File: src/rtl/thermo_pkg.sv
package thermo_pkg;

  localparam logic [7:0] OP_SET_CFG   = 8'hAC;
  localparam logic [7:0] OP_CONVERT   = 8'hEE;
  localparam logic [7:0] OP_SEL_TEMP  = 8'hAA;

  typedef enum logic [2:0] {
    XS_IDLE,
    XS_ADDR,
    XS_CMD,
    XS_DATA,
    XS_ACK,
    XS_TX,
    XS_TX_ACK,
    XS_IGNORE
  } xfer_st_t;

  typedef enum logic [1:0] {
    AFT_CMD,
    AFT_DATA,
    AFT_TX,
    AFT_IGNORE
  } after_ack_t;

endpackage

File: src/rtl/thermo_sync.sv
module thermo_sync #(
  parameter int               WIDTH   = 2,
  parameter int               STAGES  = 2,
  parameter logic [WIDTH-1:0] RST_VAL = '1
) (
  input  logic             clk,
  input  logic             rst_n,
  input  logic [WIDTH-1:0] d_i,
  output logic [WIDTH-1:0] q_o
);

  genvar g;
  generate
    for (g = 0; g < WIDTH; g++) begin : g_line
      logic [STAGES-1:0] pipe_q;
      always_ff @(posedge clk or negedge rst_n) begin
        if (!rst_n) begin
          pipe_q <= {STAGES{RST_VAL[g]}};
        end else begin
          pipe_q <= {pipe_q[STAGES-2:0], d_i[g]};
        end
      end
      assign q_o[g] = pipe_q[STAGES-1];
    end
  endgenerate

endmodule

File: src/rtl/thermo_bus_events.sv
module thermo_bus_events (
  input  logic clk,
  input  logic rst_n,
  input  logic scl_s,
  input  logic sda_s,
  output logic start_o,
  output logic stop_o,
  output logic scl_rise_o,
  output logic scl_fall_o
);

  logic scl_d, sda_d;

  always_ff @(posedge clk or negedge rst_n) begin
    if (!rst_n) begin
      scl_d <= 1'b1;
      sda_d <= 1'b1;
    end else begin
      scl_d <= scl_s;
      sda_d <= sda_s;
    end
  end

  assign start_o    = scl_s & scl_d & sda_d & ~sda_s;
  assign stop_o     = scl_s & scl_d & ~sda_d & sda_s;
  assign scl_rise_o = scl_s & ~scl_d;
  assign scl_fall_o = ~scl_s & scl_d;

endmodule

File: src/rtl/thermo_ctrl.sv
module thermo_ctrl
  import thermo_pkg::*;
#(
  parameter logic [6:0] DEV_ADDR = 7'b1001000,
  parameter int         DW       = 8,
  localparam int        CW       = $clog2(DW + 1)
) (
  input  logic          clk,
  input  logic          rst_n,
  input  logic          bus_start,
  input  logic          bus_stop,
  input  logic          scl_rise,
  input  logic          scl_fall,
  input  logic          sda_s,
  input  logic [2*DW-1:0] rd_word,
  output logic          cfg_we,
  output logic [DW-1:0] cfg_wdata,
  output logic          conv_go,
  output logic          sda_drive_low,
  output logic [CW-1:0] bit_cnt
);

  localparam logic [CW-1:0] CNT_FULL = CW'(DW);

  xfer_st_t   st_q, st_n;
  after_ack_t aft_q, aft_n;
  logic [CW-1:0] cnt_q, cnt_n;
  logic [DW-1:0] sh_q, sh_n;
  logic [DW-1:0] tx_q, tx_n;
  logic          lsb_next_q, lsb_next_n;
  logic          mnack_q, mnack_n;

  logic byte_in_done;
  assign byte_in_done = scl_fall && (cnt_q == CNT_FULL);

  // next-state logic
  always_comb begin
    st_n       = st_q;
    aft_n      = aft_q;
    cnt_n      = cnt_q;
    sh_n       = sh_q;
    tx_n       = tx_q;
    lsb_next_n = lsb_next_q;
    mnack_n    = mnack_q;
    cfg_we     = 1'b0;
    conv_go    = 1'b0;

    if (bus_start) begin
      st_n  = XS_ADDR;
      cnt_n = '0;
    end else if (bus_stop) begin
      st_n  = XS_IDLE;
      cnt_n = '0;
    end else begin
      unique case (st_q)
        XS_ADDR, XS_CMD, XS_DATA: begin
          if (scl_rise && (cnt_q != CNT_FULL)) begin
            sh_n  = {sh_q[DW-2:0], sda_s};
            cnt_n = cnt_q + 1'b1;
          end else if (byte_in_done) begin
            cnt_n = '0;
            if (st_q == XS_ADDR) begin
              if (sh_q[DW-1:1] == DEV_ADDR) begin
                st_n  = XS_ACK;
                aft_n = sh_q[0] ? AFT_TX : AFT_CMD;
              end else begin
                st_n = XS_IGNORE;
              end
            end else if (st_q == XS_CMD) begin
              if (sh_q == OP_SET_CFG) begin
                st_n  = XS_ACK;
                aft_n = AFT_DATA;
              end else if (sh_q == OP_CONVERT) begin
                st_n    = XS_ACK;
                aft_n   = AFT_IGNORE;
                conv_go = 1'b1;
              end else if (sh_q == OP_SEL_TEMP) begin
                st_n  = XS_ACK;
                aft_n = AFT_IGNORE;
              end else begin
                st_n = XS_IGNORE;
              end
            end else begin
              cfg_we = 1'b1;
              st_n   = XS_ACK;
              aft_n  = AFT_IGNORE;
            end
          end
        end
        XS_ACK: begin
          if (scl_fall) begin
            unique case (aft_q)
              AFT_CMD:  st_n = XS_CMD;
              AFT_DATA: st_n = XS_DATA;
              AFT_TX: begin
                st_n       = XS_TX;
                tx_n       = rd_word[2*DW-1:DW];
                lsb_next_n = 1'b1;
              end
              default:  st_n = XS_IGNORE;
            endcase
          end
        end
        XS_TX: begin
          if (scl_rise && (cnt_q != CNT_FULL)) begin
            cnt_n = cnt_q + 1'b1;
          end else if (scl_fall) begin
            if (cnt_q == CNT_FULL) begin
              st_n  = XS_TX_ACK;
              cnt_n = '0;
            end else begin
              tx_n = {tx_q[DW-2:0], 1'b0};
            end
          end
        end
        XS_TX_ACK: begin
          if (scl_rise) begin
            mnack_n = sda_s;
          end else if (scl_fall) begin
            if (!mnack_q) begin
              st_n       = XS_TX;
              tx_n       = lsb_next_q ? rd_word[DW-1:0] : rd_word[2*DW-1:DW];
              lsb_next_n = ~lsb_next_q;
            end else begin
              st_n = XS_IGNORE;
            end
          end
        end
        default: ;
      endcase
    end
  end

  // state registers
  always_ff @(posedge clk or negedge rst_n) begin
    if (!rst_n) begin
      st_q       <= XS_IDLE;
      aft_q      <= AFT_IGNORE;
      cnt_q      <= '0;
      sh_q       <= '0;
      tx_q       <= '0;
      lsb_next_q <= 1'b0;
      mnack_q    <= 1'b1;
    end else begin
      st_q       <= st_n;
      aft_q      <= aft_n;
      cnt_q      <= cnt_n;
      sh_q       <= sh_n;
      tx_q       <= tx_n;
      lsb_next_q <= lsb_next_n;
      mnack_q    <= mnack_n;
    end
  end

  assign sda_drive_low = (st_q == XS_ACK) || ((st_q == XS_TX) && !tx_q[DW-1]);
  assign cfg_wdata     = sh_q;
  assign bit_cnt       = cnt_q;

endmodule

File: src/rtl/i2c_thermo_slave.sv
module i2c_thermo_slave #(
  parameter logic [6:0] DEV_ADDR    = 7'b1001000,
  parameter int         DW          = 8,
  parameter int         SYNC_STAGES = 2
) (
  input  logic          clk,
  input  logic          rst_n,
  input  logic          scl_i,
  input  logic          sda_i,
  output logic          sda_drive_low,
  input  logic [15:0]   temp_in,
  output logic [7:0]    cfg_o
);

  localparam int CNT_W  = $clog2(DW + 1);
  localparam int WORD_W = 2 * DW;

  // reset: asserted asynchronously, released on the clock
  logic [1:0] rst_pipe_q;
  logic       core_rst_n;

  always_ff @(posedge clk or negedge rst_n) begin
    if (!rst_n) begin
      rst_pipe_q <= 2'b00;
    end else begin
      rst_pipe_q <= {rst_pipe_q[0], 1'b1};
    end
  end
  assign core_rst_n = rst_pipe_q[1];

  logic [1:0] line_s;
  logic       bus_start, bus_stop, scl_rise, scl_fall;
  logic       cfg_we, conv_go;
  logic [DW-1:0]     cfg_wdata;
  logic [DW-1:0]     cfg_q;
  logic [WORD_W-1:0] temp_q;
  logic [CNT_W-1:0]  bit_cnt;

  thermo_sync #(
    .WIDTH  (2),
    .STAGES (SYNC_STAGES),
    .RST_VAL(2'b11)
  ) u_sync (
    .clk  (clk),
    .rst_n(core_rst_n),
    .d_i  ({scl_i, sda_i}),
    .q_o  (line_s)
  );

  thermo_bus_events u_events (
    .clk       (clk),
    .rst_n     (core_rst_n),
    .scl_s     (line_s[1]),
    .sda_s     (line_s[0]),
    .start_o   (bus_start),
    .stop_o    (bus_stop),
    .scl_rise_o(scl_rise),
    .scl_fall_o(scl_fall)
  );

  thermo_ctrl #(
    .DEV_ADDR(DEV_ADDR),
    .DW      (DW)
  ) u_ctrl (
    .clk          (clk),
    .rst_n        (core_rst_n),
    .bus_start    (bus_start),
    .bus_stop     (bus_stop),
    .scl_rise     (scl_rise),
    .scl_fall     (scl_fall),
    .sda_s        (line_s[0]),
    .rd_word      (temp_q),
    .cfg_we       (cfg_we),
    .cfg_wdata    (cfg_wdata),
    .conv_go      (conv_go),
    .sda_drive_low(sda_drive_low),
    .bit_cnt      (bit_cnt)
  );

  // configuration register
  always_ff @(posedge clk or negedge core_rst_n) begin
    if (!core_rst_n) begin
      cfg_q <= '0;
    end else if (cfg_we) begin
      cfg_q <= cfg_wdata;
    end
  end

  // readout register, loaded on conversion only
  always_ff @(posedge clk or negedge core_rst_n) begin
    if (!core_rst_n) begin
      temp_q <= '0;
    end else if (conv_go) begin
      temp_q <= temp_in[WORD_W-1:0];
    end
  end

  assign cfg_o = cfg_q[7:0];

endmodule

File: config.mk
export PLATFORM = sky130hd
export DESIGN_NAME = i2c_thermo_slave
export DESIGN_NICKNAME = d
export VERILOG_FILES = /design/src/rtl/thermo_pkg.sv /design/src/rtl/thermo_sync.sv /design/src/rtl/thermo_bus_events.sv /design/src/rtl/thermo_ctrl.sv /design/src/rtl/i2c_thermo_slave.sv
export SDC_FILE = /design/constraint.sdc
export NUM_CORES = 1
export LEC_CHECK = 0
export ABC_AREA = 1
export BUFFER_PORTS_ARGS = -buffer_cell sky130_fd_sc_hd__buf_2
export CAP_MARGIN = 30
export CORE_MARGIN = 4
export CORE_UTILIZATION = 61
export CTS_CLUSTER_SIZE = 20
export DETAILED_ROUTE_END_ITERATION = 8
export GPL_TIMING_DRIVEN = 0
export PLACE_DENSITY_LB_ADDON = 0.25
export SLEW_MARGIN = 30
export SYNTH_ARGS = -nofsm -noshare
export SYNTH_HDL_FRONTEND = slang
export SYNTH_HIERARCHICAL = 1
export SYNTH_SLANG_ARGS = --single-unit
File: constraint.sdc
create_clock -name clk -period 3 [get_ports clk]
set_clock_uncertainty 0.1 [all_clocks]
set_input_delay 0.15 -clock clk [delete_from_list [all_inputs] [get_ports clk]]
set_output_delay 0.15 -clock clk [all_outputs]
set_load 0.005 [all_outputs]
==> results of run 1 <==
## layout make-up
type | instances | area (um^2) | share of cell area
plain buffers | 11 | 101 | 0.0280
inverters | 29 | 114 | 0.0315
clock inverters | 3 | 67.6 | 0.0187
multi-input cells | 266 | 1240 | 0.344
well taps | 54 | 67.6 | 0.0187
clock buffers | 13 | 179 | 0.0495
flip-flops and latches | 59 | 1490 | 0.412
repair buffers | 48 | 350 | 0.0969
## power groups by stage
| stage | combinational, mW | sequential (mW) | clock (mW) |
|---|---|---|---|
| 6_report | 0.898 | 1.04 | 0.871 |
| 5_1_grt | 1.01 | 1.06 | 0.925 |
| 4_1_cts | 0.881 | 1.04 | 0.876 |
| 3_5_place_dp | 0.858 | 1.05 | 0 |
| 3_3_place_gp | 0.825 | 1.05 | 0 |
| 2_1_floorplan | 0.687 | 1.02 | 0 |
## worst paths after layout
| check | start | endpoint | slack (ns) | cells after the start |
|---|---|---|---|---|
| max reg2reg | u_sync/g_line[0].pipe_q[1]$_DFF_PN1_ | temp_q[9]$_DFFE_PN0P_ | 0.70 | 13 |
| min in group clk | rst_pipe_q[0]$_DFF_PN0_ | rst_pipe_q[1]$_DFF_PN0_ | 0.26 | 0 |
| max | u_sync/g_line[0].pipe_q[1]$_DFF_PN1_ | temp_q[9]$_DFFE_PN0P_ | 0.70 | 13 |
| max in group asynchronous | rst_pipe_q[1]$_DFF_PN0_ | u_ctrl/aft_q[0]$_DFFE_PN1P_ | 2.16 | 1 |
| min | rst_n | rst_pipe_q[1]$_DFF_PN0_ | 0.03 | 2 |
| min reg2reg | rst_pipe_q[1]$_DFF_PN0_ | u_ctrl/cfg_wdata[7]$_DFFE_PN0P_ | 0.09 | 0 |
## critical path, cell delays in order (launching register included)
cell and delay, ns:
sky130_fd_sc_hd__dfstp_2 0.52, sky130_fd_sc_hd__buf_4 0.12, sky130_fd_sc_hd__inv_1 0.04, sky130_fd_sc_hd__nand2_1 0.05, sky130_fd_sc_hd__nor2_1 0.09, sky130_fd_sc_hd__nor2_4 0.28
sky130_fd_sc_hd__nand2_1 0.09, sky130_fd_sc_hd__nor2_1 0.16, sky130_fd_sc_hd__and3_1 0.24, sky130_fd_sc_hd__buf_6 0.17, sky130_fd_sc_hd__inv_6 0.06, sky130_fd_sc_hd__buf_12 0.14
sky130_fd_sc_hd__nand2_1 0.06, sky130_fd_sc_hd__nand2_1 0.06
## kinds of logic (layout without fill, tap and decap cells)
kind of cell,count (synthesis),count (layout)
XOR/XNOR,2,2
buffers and inverters,40,104
AO/OA/AOI/OAI,42,42
AND/OR/NAND/NOR,219,219
adder cells (fa/ha/maj),2,2
other,1,1
flip-flops,59,59
## cells in the final DEF (no fill, tap or decap), types with 5 or more instances in the layout
master | Yosys | routed
sky130_fd_sc_hd__a21oi_1 | 9 | 9
sky130_fd_sc_hd__buf_2 | 2 | 30
sky130_fd_sc_hd__clkbuf_8 | 0 | 13
sky130_fd_sc_hd__dfrtp_1 | 50 | 49
sky130_fd_sc_hd__dfstp_2 | 9 | 9
sky130_fd_sc_hd__dlygate4sd3_1 | 0 | 19
sky130_fd_sc_hd__inv_1 | 23 | 23
sky130_fd_sc_hd__inv_2 | 5 | 5
sky130_fd_sc_hd__nand2_1 | 147 | 147
sky130_fd_sc_hd__nand2_2 | 8 | 8
sky130_fd_sc_hd__nand3_1 | 23 | 23
sky130_fd_sc_hd__nor2_1 | 22 | 22
sky130_fd_sc_hd__o21ai_1 | 25 | 25
## through the flow
step / utilization / hold WS, ns / setup slack, ns / std cells
after floorplan: - / -0.246 / 1.07 / 365
after global routing: 0.771 / 0.0282 / 0.580 / 483
after global placement: 0.673 / -0.164 / 0.563 / 447
final: 0.771 / 0.0262 / 0.701 / 483
after detailed placement: 0.678 / -0.161 / 0.765 / 448
after CTS: 0.771 / 0.0120 / 0.721 / 483
## what timing repair did
item,4_1_cts,5_1_grt
hold endpoints to repair,20,0
resized for setup,0,0
endpoints found under the setup margin,0,0
hold buffers,19,0
## sequential cells by signal, indices dropped and copies added, names as in the netlist
name,cells
cfg_o,8
rst_pipe_q,2
temp_q,16
u_ctrl/aft_q,2
u_ctrl/bit_cnt,4
u_ctrl/cfg_wdata,8
u_ctrl/lsb_next_q,1
u_ctrl/mnack_q,1
u_ctrl/st_q,3
u_ctrl/tx_q,8
u_events/scl_d,1
u_events/sda_d,1
u_sync/g_line.pipe_q,4
## routing by layer
layer | share of wire | up-vias | wire length, um | GRT usage
met2 | 0.45 | 100 | 3080 | 0.364
met5 | 0 | - | 0 | 0
met1 | 0.46 | 1171 | 3130 | 0.361
met3 | 0.068 | 12 | 463 | 0.0615
li1 | - | 1277 | - | -
met4 | 0.016 | 0 | 111 | 0.103
==> results.txt, run 1 <==
----------------------------------------------------
[Clocking]
  Root cell of the clock tree ... sky130_fd_sc_hd__clkbuf_8
  Number of post-CTS setup repair buffers ... 0
  Clock latency reported for the late side of the worst-skew pair ... 0.34 ns
  Worst-case clock buffer depth ... 2
  H-Tree Depth ... 3
  Clock input transition at the sequential cells of the worst setup and hold paths ... 0.07 ns
  Number of clock buffers inserted by TritonCTS ... 9
  Total number of clock tree sinks ... 59
  Clock tree from TritonCTS ... yes

[Place]
  Post-place instance area ... 3180 um^2
  Port Buffer Count ... 28
  Detailed placer's ending HPWL ... 4.41 mm
  Global placer's final weighted congestion ... 0.909

[Synth]
  Share of the synthesized area in compound gates (AO/OA/AOI/OAI) ... 0.0794
  Top cells by instance count after synthesis ... 147 x sky130_fd_sc_hd__nand2_1, 50 x sky130_fd_sc_hd__dfrtp_1, 25 x sky130_fd_sc_hd__o21ai_1
  Post-synth ARST share ... 1.00
  Number of cells produced by synthesis ... 365
  Count of state elements after synthesis ... 59
  Summed instance area of the synthesized netlist ... 2950 um^2
  Top cell type's share of synthesized area ... 0.424
  Mean instance size in the synthesized netlist ... 8.08 um^2
  Proportion of synthesized chip area in sequential cells ... 0.505
  Number of synthesis warnings ... 6
  Post-synth EDFFs ... 0
  Most common cell in the synthesized netlist ... sky130_fd_sc_hd__nand2_1
  Combinational family with the most area after synthesis ... simple AND/OR/NAND/NOR gates
  Synthesized net count ... 387
  Most used flip-flop cell after synthesis ... sky130_fd_sc_hd__dfrtp_1
  Number of distinct library cell variants in the gate-level netlist after synthesis ... 35
  Top post-synthesis cells by area ... sky130_fd_sc_hd__dfrtp_1 42%, sky130_fd_sc_hd__nand2_1 19%, sky130_fd_sc_hd__dfstp_2 8.0%
  XOR/XNOR share of the synthesized area ... 0.00594
  Fraction of the mapped netlist area in simple logic gates ... 0.327
  Adder-cell share of the synthesized area ... 0.00849
  Cell taking the most area after synthesis ... sky130_fd_sc_hd__dfrtp_1
  Multiplexer share of the synthesized area ... 0

[Critical path]
  Endpoint type of the worst setup path ... flip-flop
  Endpoint required time on the critical path ... 3.13 ns
  Critical path data arrival time ... 2.43 ns
  Type of element launching the critical path ... flip-flop
  CP Class ... reg -> reg
  Largest driver fanout on the critical path ... 10

[GRT]
  GRT Residual Overflow ... 0
  Pin count of the biggest net entering global routing ... 41
  Number of global-route vias before repair ... 2,505
  Wire length of the first global-routing pass ... 11.8 mm
  GRT Total Usage ... 0.251
  Initial antenna violation count ... 0

[Die]
  Area enclosed by the die boundary ... 6010 um^2
  Effective utilization at floorplan ... 0.628
  Site row count ... 25
  Chip Width ... 77.5 um
  Number of top-level pins ... 29
  Placeable core region ... 4690 um^2
  Vertical extent of the die ... 77.5 um

[Timing]
  Setup repair after global routing missed its margin ... no
  Peak Freq ... 0.435 GHz
  Final period utilization ... 0.766
  Final Critical Period ... 2.30 ns
  Accumulated negative setup slack ... 0 ns
  Total of endpoints with negative setup slack in the final report ... 0
  Max Slew Vio Count ... 0
  Final hold vios ... 0

[Route]
  Routed length per placed instance ... 14.0 um
  First drt pass iteration count ... 5
  DRC violations left ... 0
  Vias/cell ... 5.30
  Via count ... 2,560
  Number of DRC markers after the initial detailed-route iteration ... 241
  WL final ... 6.79 mm
  Number of nets with antenna violations after routing ... 0

[Power]
  Power Total ... 2.81 mW
  Maximum vdd ir drop ... 0.525 mV
  Total internal power ... 1.78 mW
  Power Dens Cells ... 777 nW/um^2
  Switch share ... 0.368
  Leak Pwr ... 1.88 nW
  Fraction of power consumed by sequential logic ... 0.370
  Proportion of power drawn by combinational gates ... 0.320
  Fraction of power consumed by the clock network ... 0.310
  Sw Pwr ... 1.03 mW

[Cells and area]
  Area overhead of the layout relative to synthesis ... 22.7%
  Filler cell count ... 314
  Share of post-route cells with drive strength above 1 ... 0.217
  Net count reported at finish ... 446
  Total non-filler cell area in the finished layout ... 3620 um^2
  Antenna cell count ... 0

[Outcome]
  Run status ... complete, no violations

[Flow run]
  Max-cap violations ... 0

[Hold path]
  Hold crit path type ... in -> async

----------------------------------------------------
(Power assumes the default switching activity.)
==> inputs of run 2 (changes only) <==
--- a/config.mk
+++ b/config.mk
@@ -5,11 +5,11 @@
 export SDC_FILE = /design/constraint.sdc
 export NUM_CORES = 1
 export LEC_CHECK = 0
-export ABC_AREA = 1
+export ABC_AREA = 0
 export BUFFER_PORTS_ARGS = -buffer_cell sky130_fd_sc_hd__buf_2
 export CAP_MARGIN = 30
 export CORE_MARGIN = 4
-export CORE_UTILIZATION = 61
+export CORE_UTILIZATION = 58
 export CTS_CLUSTER_SIZE = 20
 export DETAILED_ROUTE_END_ITERATION = 8
 export GPL_TIMING_DRIVEN = 0
==> constraint.sdc (replaced) <==
create_clock -name clk -period 2.2 [get_ports clk]
set_clock_uncertainty 0.1 [all_clocks]
set_input_delay 0.11 -clock clk [delete_from_list [all_inputs] [get_ports clk]]
set_output_delay 0.11 -clock clk [all_outputs]
set_load 0.005 [all_outputs]
==> results.txt, run 2 <==
----------------------------------------------------
[Outcome]
  Run status ... complete, but fails checks
  Violated checks ... setup timing

[Power]
  Maximum vdd ir drop ... 0.721 mV (+37%)
  Power Total ... 3.61 mW (+29%)
  Leak Pwr ... 1.77 nW (-5.8%)
  Power Dens Cells ... 954 nW/um^2 (+23%)

[Timing]
  Final worst-path setup slack ... -0.164 ns (-0.865 ns)
  Peak Freq ... 0.423 GHz (-2.7%)
  Final hold vios ... 0 (unchanged)
  Accumulated negative setup slack ... -1.59 ns (-1.59 ns)
  Rel. slew slack ... 0.607
  Setup repair after global routing missed its margin ... yes
  Actual transition at the worst max-transition pin ... 0.586 ns
  Total of endpoints with negative setup slack in the final report ... 18 (+18)
  Final Critical Period ... 2.36 ns (+0.0649 ns)
  Final period utilization ... 1.07 (+0.308)
  Max Slew Vio Count ... 0 (unchanged)

[Cells and area]
  Share of post-route cells with drive strength above 1 ... 0.399 (+0.182)
  Total non-filler cell area in the finished layout ... 3790 um^2 (+4.7%)
  Utilization of the core after routing ... 0.791 (+0.0207)
  Net count reported at finish ... 338 (-24%)
  Flip-flop count of the largest register, all copies and words added ... 16 (unchanged)
  Filler cell count ... 256 (-18%)
  Area overhead of the layout relative to synthesis ... 30.0%
  Antenna cell count ... 0 (unchanged)
  Leading cell types in the layout, fill and taps excluded ... 49 x sky130_fd_sc_hd__dfrtp_1, 34 x sky130_fd_sc_hd__buf_2, 22 x sky130_fd_sc_hd__nand2_1
  Register with the most flip-flops ... temp_q
  Most common library cell in the layout ignoring fill and taps ... sky130_fd_sc_hd__dfrtp_1

[Synth]
  Top post-synthesis cells by area ... sky130_fd_sc_hd__dfrtp_1 43%, sky130_fd_sc_hd__mux2_2 8.9%, sky130_fd_sc_hd__dfstp_2 8.1%
  Top cells by instance count after synthesis ... 50 x sky130_fd_sc_hd__dfrtp_1, 23 x sky130_fd_sc_hd__mux2_2, 22 x sky130_fd_sc_hd__nand2_1
  Cell taking the most area after synthesis ... sky130_fd_sc_hd__dfrtp_1
  Summed instance area of the synthesized netlist ... 2910 um^2 (-1.1%)
  Most common cell in the synthesized netlist ... sky130_fd_sc_hd__dfrtp_1
  Post-synth EDFFs ... 0 (unchanged)
  Count of state elements after synthesis ... 59 (unchanged)
  Proportion of synthesized chip area in sequential cells ... 0.511 (+0.00585)
  Number of distinct library cell variants in the gate-level netlist after synthesis ... 57 (+63%)
  Post-synth ARST share ... 1.00 (unchanged)
  Most used flip-flop cell after synthesis ... sky130_fd_sc_hd__dfrtp_1
  Synthesized net count ... 267 (-31%)
  Number of cells produced by synthesis ... 245 (-33%)
  Top cell type's share of synthesized area ... 0.429 (+0.00492)
  Mean instance size in the synthesized netlist ... 11.9 um^2 (+47%)
  Number of synthesis warnings ... 6 (unchanged)

[Flow run]
  Max-cap violations ... 0 (unchanged)

[Place]
  Post-place instance area ... 3170 um^2 (-0.20%)
  Detailed placer's ending HPWL ... 4.05 mm (-8.2%)
  Post-placement worst setup slack ... -0.272 ns (-1.04 ns)
  Port Buffer Count ... 28 (unchanged)
  Global placer's final weighted congestion ... 0.851 (-6.4%)

[Clocking]
  Clock input transition at the sequential cells of the worst setup and hold paths ... 0.07 ns (about the same)
  Worst-case clock buffer depth ... 2 (unchanged)
  H-Tree Depth ... 3 (unchanged)
  Clock latency reported for the late side of the worst-skew pair ... 0.33 ns (about the same)
  Number of clock buffers inserted by TritonCTS ... 9 (unchanged)
  Clock tree from TritonCTS ... yes
  Root cell of the clock tree ... sky130_fd_sc_hd__clkbuf_8
  Total number of clock tree sinks ... 59 (unchanged)

[GRT]
  GRT Residual Overflow ... 0 (unchanged)
  GRT Total Usage ... 0.256 (+0.00487)
  Initial antenna violation count ... 0 (unchanged)
  Pin count of the biggest net entering global routing ... 31 (-24%)
  Wire length of the first global-routing pass ... 12.3 mm (+3.9%)
  Number of global-route vias before repair ... 2,448 (-2.3%)

[Hold path]
  Hold crit path type ... reg -> async

[Route]
  DR top layer ... met4
  Number of nets with antenna violations after routing ... 0 (unchanged)
  Routed length per placed instance ... 18.4 um (+31%)
  Number of DRC markers after the initial detailed-route iteration ... 245 (+1.7%)
  Length of routed met3 wiring ... 346 um (-25%)
  First drt pass iteration count ... 4 (-1)
  DRC violations left ... 0 (unchanged)
  Met2 layer wire length in the routed design ... 3.57 mm (+16%)
  Routed met1 length ... 3.09 mm (-1.3%)
  Via count ... 2,274 (-11%)
  WL final ... 7.14 mm (+5.2%)
  Vias/cell ... 5.86 (+11%)

[Die]
  Vertical extent of the die ... 78.9 um (+1.8%)
  Site row count ... 25 (unchanged)
  Area enclosed by the die boundary ... 6220 um^2 (+3.6%)
  Placeable core region ... 4790 um^2 (+2.0%)
  Effective utilization at floorplan ... 0.609 (-0.0194)
  Chip Width ... 78.9 um (+1.8%)
  Number of top-level pins ... 29 (unchanged)

[Critical path]
  Endpoint required time on the critical path ... 2.31 ns (-0.82 ns)
  Endpoint type of the worst setup path ... flip-flop
  Type of element launching the critical path ... flip-flop
  Critical path data arrival time ... 2.47 ns (+0.04 ns)
  CP Class ... reg -> reg
  Largest driver fanout on the critical path ... 5 (-5)

----------------------------------------------------
==> run 2: per-layer routing <==
layer,GRT usage,vias to the layer above
li1,-,1030
met1,0.334,1135
met2,0.436,89
met3,0.0442,20
met4,0.0808,0
met5,0,-
==> run 2: cells by family after synthesis <==
group                    synth area share
AO/OA/AOI/OAI                       0.121
XOR/XNOR                          0.00301
adder cells (fa/ha/maj)           0.00859
buffers and inverters              0.0391
flip-flops                          0.511
multiplexers                        0.171
other                             0.00129
AND/OR/NAND/NOR                     0.146
==> run 2: power breakdown <==
group | switching (mW) | internal [mW]
registers | 0.179 | 1.22
clock network | 0.431 | 0.635
logic | 0.662 | 0.492
==> run 2: layout make-up <==
type,count,area [um^2],area share
Tap cell,67,83.8,0.0221
Clock buffer,11,131,0.0347
Sequential cell,59,1490,0.394
Buffer,12,91.3,0.0241
Clock inverter,5,77.6,0.0205
Multi-Input combinational cell,169,1410,0.372
Inverter,5,18.8,0.00496
Timing Repair Buffer,60,484,0.128
==> run 2: final timing paths <==
| kind | start | end | slack, ns | cells past startpoint |
|---|---|---|---|---|
| worst max-delay path | u_sync/g_line[0].pipe_q[1]$_DFF_PN1_ | temp_q[10]$_DFFE_PN0P_ | -0.16 | 9 |
| worst min-delay path | rst_pipe_q[1]$_DFF_PN0_ | cfg_o[5]$_DFFE_PN0P_ | 0.16 | 0 |
| worst max register to register | u_sync/g_line[0].pipe_q[1]$_DFF_PN1_ | temp_q[10]$_DFFE_PN0P_ | -0.16 | 9 |
| worst min register to register | rst_pipe_q[1]$_DFF_PN0_ | cfg_o[5]$_DFFE_PN0P_ | 0.16 | 0 |
| max in group asynchronous | rst_pipe_q[1]$_DFF_PN0_ | u_ctrl/mnack_q$_DFFE_PN1P_ | 1.30 | 1 |
| min in group clk | u_sync/g_line[1].pipe_q[0]$_DFF_PN1_ | u_sync/g_line[1].pipe_q[1]$_DFF_PN1_ | 0.25 | 0 |
==> run 2: per-stage QoR <==
step	instances	hold WS [ns]
final	388	0.159
after global routing	388	0.184
after CTS	388	0.172
after detailed placement	341	-0.201
after global placement	340	-0.204
after floorplan	245	-0.286
==> run 2: critical path, stage by stage (launching register included) <==
cell,delay (ns)
sky130_fd_sc_hd__dfstp_2,0.53
sky130_fd_sc_hd__and4b_2,0.24
sky130_fd_sc_hd__or2_4,0.27
sky130_fd_sc_hd__nor3_4,0.14
sky130_fd_sc_hd__nand3_2,0.13
sky130_fd_sc_hd__nor3_4,0.17
sky130_fd_sc_hd__buf_6,0.16
sky130_fd_sc_hd__buf_12,0.11
sky130_fd_sc_hd__buf_12,0.11
sky130_fd_sc_hd__mux2_4,0.30
==> run 2: what timing repair did <==
action / in CTS / in global routing
endpoints found under the hold margin: 20 / 0
gates resized for setup: 14 / 10
setup endpoints to repair: 32 / 46
hold buffers: 20 / 0
cloned: 1 / 1
pin swaps: 0 / 1
buffers inserted: 11 / 2
==> inputs of run 3 (changes only) <==
--- a/config.mk
+++ b/config.mk
@@ -9,7 +9,7 @@
 export BUFFER_PORTS_ARGS = -buffer_cell sky130_fd_sc_hd__buf_2
 export CAP_MARGIN = 30
 export CORE_MARGIN = 4
-export CORE_UTILIZATION = 58
+export CORE_UTILIZATION = 61
 export CTS_CLUSTER_SIZE = 20
 export DETAILED_ROUTE_END_ITERATION = 8
 export GPL_TIMING_DRIVEN = 0
==> constraint.sdc (replaced) <==
create_clock -name clk -period 2.8 [get_ports clk]
set_clock_uncertainty 0.1 [all_clocks]
set_input_delay 0.14 -clock clk [delete_from_list [all_inputs] [get_ports clk]]
set_output_delay 0.14 -clock clk [all_outputs]
set_load 0.005 [all_outputs]
==> results.txt, run 3 (synthesis results as in run 2) <==
----------------------------------------------------
[Critical path]
  Slowest cell on the critical path ... sky130_fd_sc_hd__dfstp_2
  CP Class ... reg -> reg
  Endpoint type of the worst setup path ... flip-flop
  Critical path data arrival time ... 2.83 ns (+0.36 ns)
  Ordered cell list for the critical path ... buf_4 > and4b_1 > or2_1 > nor3_4 > nand3_2 > nor3_1 > buf_6 > buf_12 > mux2_4
  Largest driver fanout on the critical path ... 10 (+5)
  Worst reg-to-reg path cell count ... 9 (unchanged)
  Type of element launching the critical path ... flip-flop
  Delay of the slowest cell on the worst path ... 0.52 ns (about the same)
  Endpoint required time on the critical path ... 2.92 ns (+0.61 ns)

[Timing]
  Hold Slack ... 0.0210 ns (-0.138 ns)
  Rel. slew slack ... 0.623 (+0.0165)
  Actual transition at the worst max-transition pin ... 0.561 ns (-0.0246 ns)
  Accumulated negative setup slack ... 0 ns (+1.59 ns)
  Setup repair after global routing missed its margin ... no
  Final hold vios ... 0 (unchanged)
  Final Critical Period ... 2.71 ns (+0.343 ns)
  Total of endpoints with negative setup slack in the final report ... 0 (-18)
  Peak Freq ... 0.369 GHz (-13%)
  Max Slew Vio Count ... 0 (unchanged)
  Final worst-path setup slack ... 0.0933 ns (+0.257 ns)
  Final period utilization ... 0.967 (-0.108)

[GRT]
  Wire length of the first global-routing pass ... 11.5 mm (-6.1%)
  Initial antenna violation count ... 0 (unchanged)
  GRT Total Usage ... 0.252 (-0.00392)
  Number of global-route vias before repair ... 2,276 (-7.0%)
  Pin count of the biggest net entering global routing ... 33 (+6.5%)
  GRT Residual Overflow ... 0 (unchanged)

[Clocking]
  # resized after CTS ... 0 (-14)
  Clock input transition at the sequential cells of the worst setup and hold paths ... 0.06 ns (about the same)
  Clock latency reported for the late side of the worst-skew pair ... 0.34 ns (about the same)
  H-Tree Depth ... 3 (unchanged)
  Worst-case clock buffer depth ... 2 (unchanged)
  Number of post-CTS setup repair buffers ... 0 (-11)
  Root cell of the clock tree ... sky130_fd_sc_hd__clkbuf_8
  Total number of clock tree sinks ... 59 (unchanged)
  Clock tree from TritonCTS ... yes
  Number of clock buffers inserted by TritonCTS ... 9 (unchanged)

[Place]
  Detailed placer's ending HPWL ... 4.01 mm (-0.92%)
  Port Buffer Count ... 28 (unchanged)
  Cells after DPL ... 326 (-4.4%)
  Post-placement worst setup slack ... 0.121 ns (+0.393 ns)
  Post-place instance area ... 3140 um^2 (-0.95%)
  Global placer's final weighted congestion ... 0.896 (+5.4%)

[Cells and area]
  Filler cell count ... 259 (+1.2%)
  FF+latch area ... 1490 um^2 (unchanged)
  Most common library cell in the layout ignoring fill and taps ... sky130_fd_sc_hd__dfrtp_1
  Leading cell types in the layout, fill and taps excluded ... 49 x sky130_fd_sc_hd__dfrtp_1, 34 x sky130_fd_sc_hd__buf_2, 23 x sky130_fd_sc_hd__mux2_2
  Antenna cell count ... 0 (unchanged)
  Non-filler instance count after layout ... 360 (-7.2%)
  Total non-filler cell area in the finished layout ... 3530 um^2 (-6.9%)
  Multi-input gate area ... 1310 um^2 (-6.8%)
  Area overhead of the layout relative to synthesis ... 21.0%
  Share of post-route cells with drive strength above 1 ... 0.344 (-0.0546)
  Register with the most flip-flops ... temp_q
  Flip-flop count of the largest register, all copies and words added ... 16 (unchanged)
  Net count reported at finish ... 326 (-3.6%)

[Route]
  WL final ... 6.62 mm (-7.3%)
  Number of DRC markers after the initial detailed-route iteration ... 303 (+24%)
  DRC violations left ... 0 (unchanged)
  Vias/cell ... 6.14 (+4.7%)
  Number of nets with antenna violations after routing ... 0 (unchanged)
  Routed length per placed instance ... 18.4 um (-0.13%)
  First drt pass iteration count ... 5 (+1)
  Via count ... 2,210 (-2.8%)

[Power]
  Maximum vdd ir drop ... 0.424 mV (-41%)
  Fraction of power consumed by the clock network ... 0.286 (-0.009)
  Switch share ... 0.349 (-0.00275)
  Sw Pwr ... 0.941 mW (-26%)
  Power Dens Cells ... 764 nW/um^2 (-20%)
  Fraction of power consumed by sequential logic ... 0.407 (+0.021)
  Leak Pwr ... 1.66 nW (-6.2%)
  Total internal power ... 1.76 mW (-25%)
  Proportion of power drawn by combinational gates ... 0.308 (-0.011)

[Die]
  Chip Width ... 77.1 um (-2.2%)
  Effective utilization at floorplan ... 0.651 (+0.0424)
  Number of top-level pins ... 29 (unchanged)
  Vertical extent of the die ... 77.1 um (-2.2%)
  Site row count ... 24 (-4.0%)
  Placeable core region ... 4470 um^2 (-6.5%)
  Area enclosed by the die boundary ... 5950 um^2 (-4.4%)

[Outcome]
  Run status ... complete, no violations

[Flow run]
  Max-cap violations ... 0 (unchanged)

[Hold path]
  Hold crit path type ... in -> async

----------------------------------------------------
==> run 3: cell type report <==
cell class | instances | area share
inverters | 5 | 0.00532
multi-input cells | 168 | 0.372
plain buffers | 13 | 0.0270
well taps | 52 | 0.0184
flip-flops and latches | 59 | 0.423
clock inverters | 2 | 0.00993
clock buffers | 13 | 0.0451
repair buffers | 48 | 0.0993
==> run 3: power by group through the flow <==
stage	combinational, mW	sequential, mW	clock, mW
after floorplan	0.613	1.06	0
after global placement	0.750	1.10	0
after detailed placement	0.777	1.10	0
after CTS	0.804	1.09	0.777
after global routing	0.914	1.11	0.831
final	0.830	1.10	0.770
==> run 3: repair_timing <==
action | CTS | global route
hold endpoints to repair | 20 | 0
endpoints found under the setup margin | 0 | 0
hold buffers | 19 | 0
==> run 3: metal layers <==
layer	wire, um	track usage	vias to the layer above
met5	0	0	-
met4	148	0.117	0
met3	464	0.0644	16
met2	3150	0.390	118
met1	2850	0.333	1075
li1	-	-	1001
==> run 3: per-stage QoR <==
stage          power (mW)  utilization
3_3_place_gp         1.85        0.697
3_5_place_dp         1.88        0.702
2_1_floorplan        1.68            -
5_1_grt              2.86        0.788
4_1_cts              2.67        0.788
6_report             2.70        0.788
==> run 3: worst max-delay path: cells and delay by family, from the launching register on <==
family	cells	cell delay [ns]
DFF	1	0.52
and+or+nand+nor	5	1.19
muxes	1	0.30
buffers and inverters	3	0.47
==> run 3: final timing paths <==
kind | startpoint | to | slack, ns
worst max-delay path | u_sync/g_line[0].pipe_q[1]$_DFF_PN1_ | temp_q[5]$_DFFE_PN0P_ | 0.09
worst max register to register | u_sync/g_line[0].pipe_q[1]$_DFF_PN1_ | temp_q[5]$_DFFE_PN0P_ | 0.09
worst min-delay path | rst_n | rst_pipe_q[0]$_DFF_PN0_ | 0.02
min in group clk | u_sync/g_line[1].pipe_q[0]$_DFF_PN1_ | u_sync/g_line[1].pipe_q[1]$_DFF_PN1_ | 0.25
max in group asynchronous | rst_pipe_q[1]$_DFF_PN0_ | u_events/scl_d$_DFF_PN1_ | 1.92
worst min register to register | rst_pipe_q[1]$_DFF_PN0_ | cfg_o[4]$_DFFE_PN0P_ | 0.13
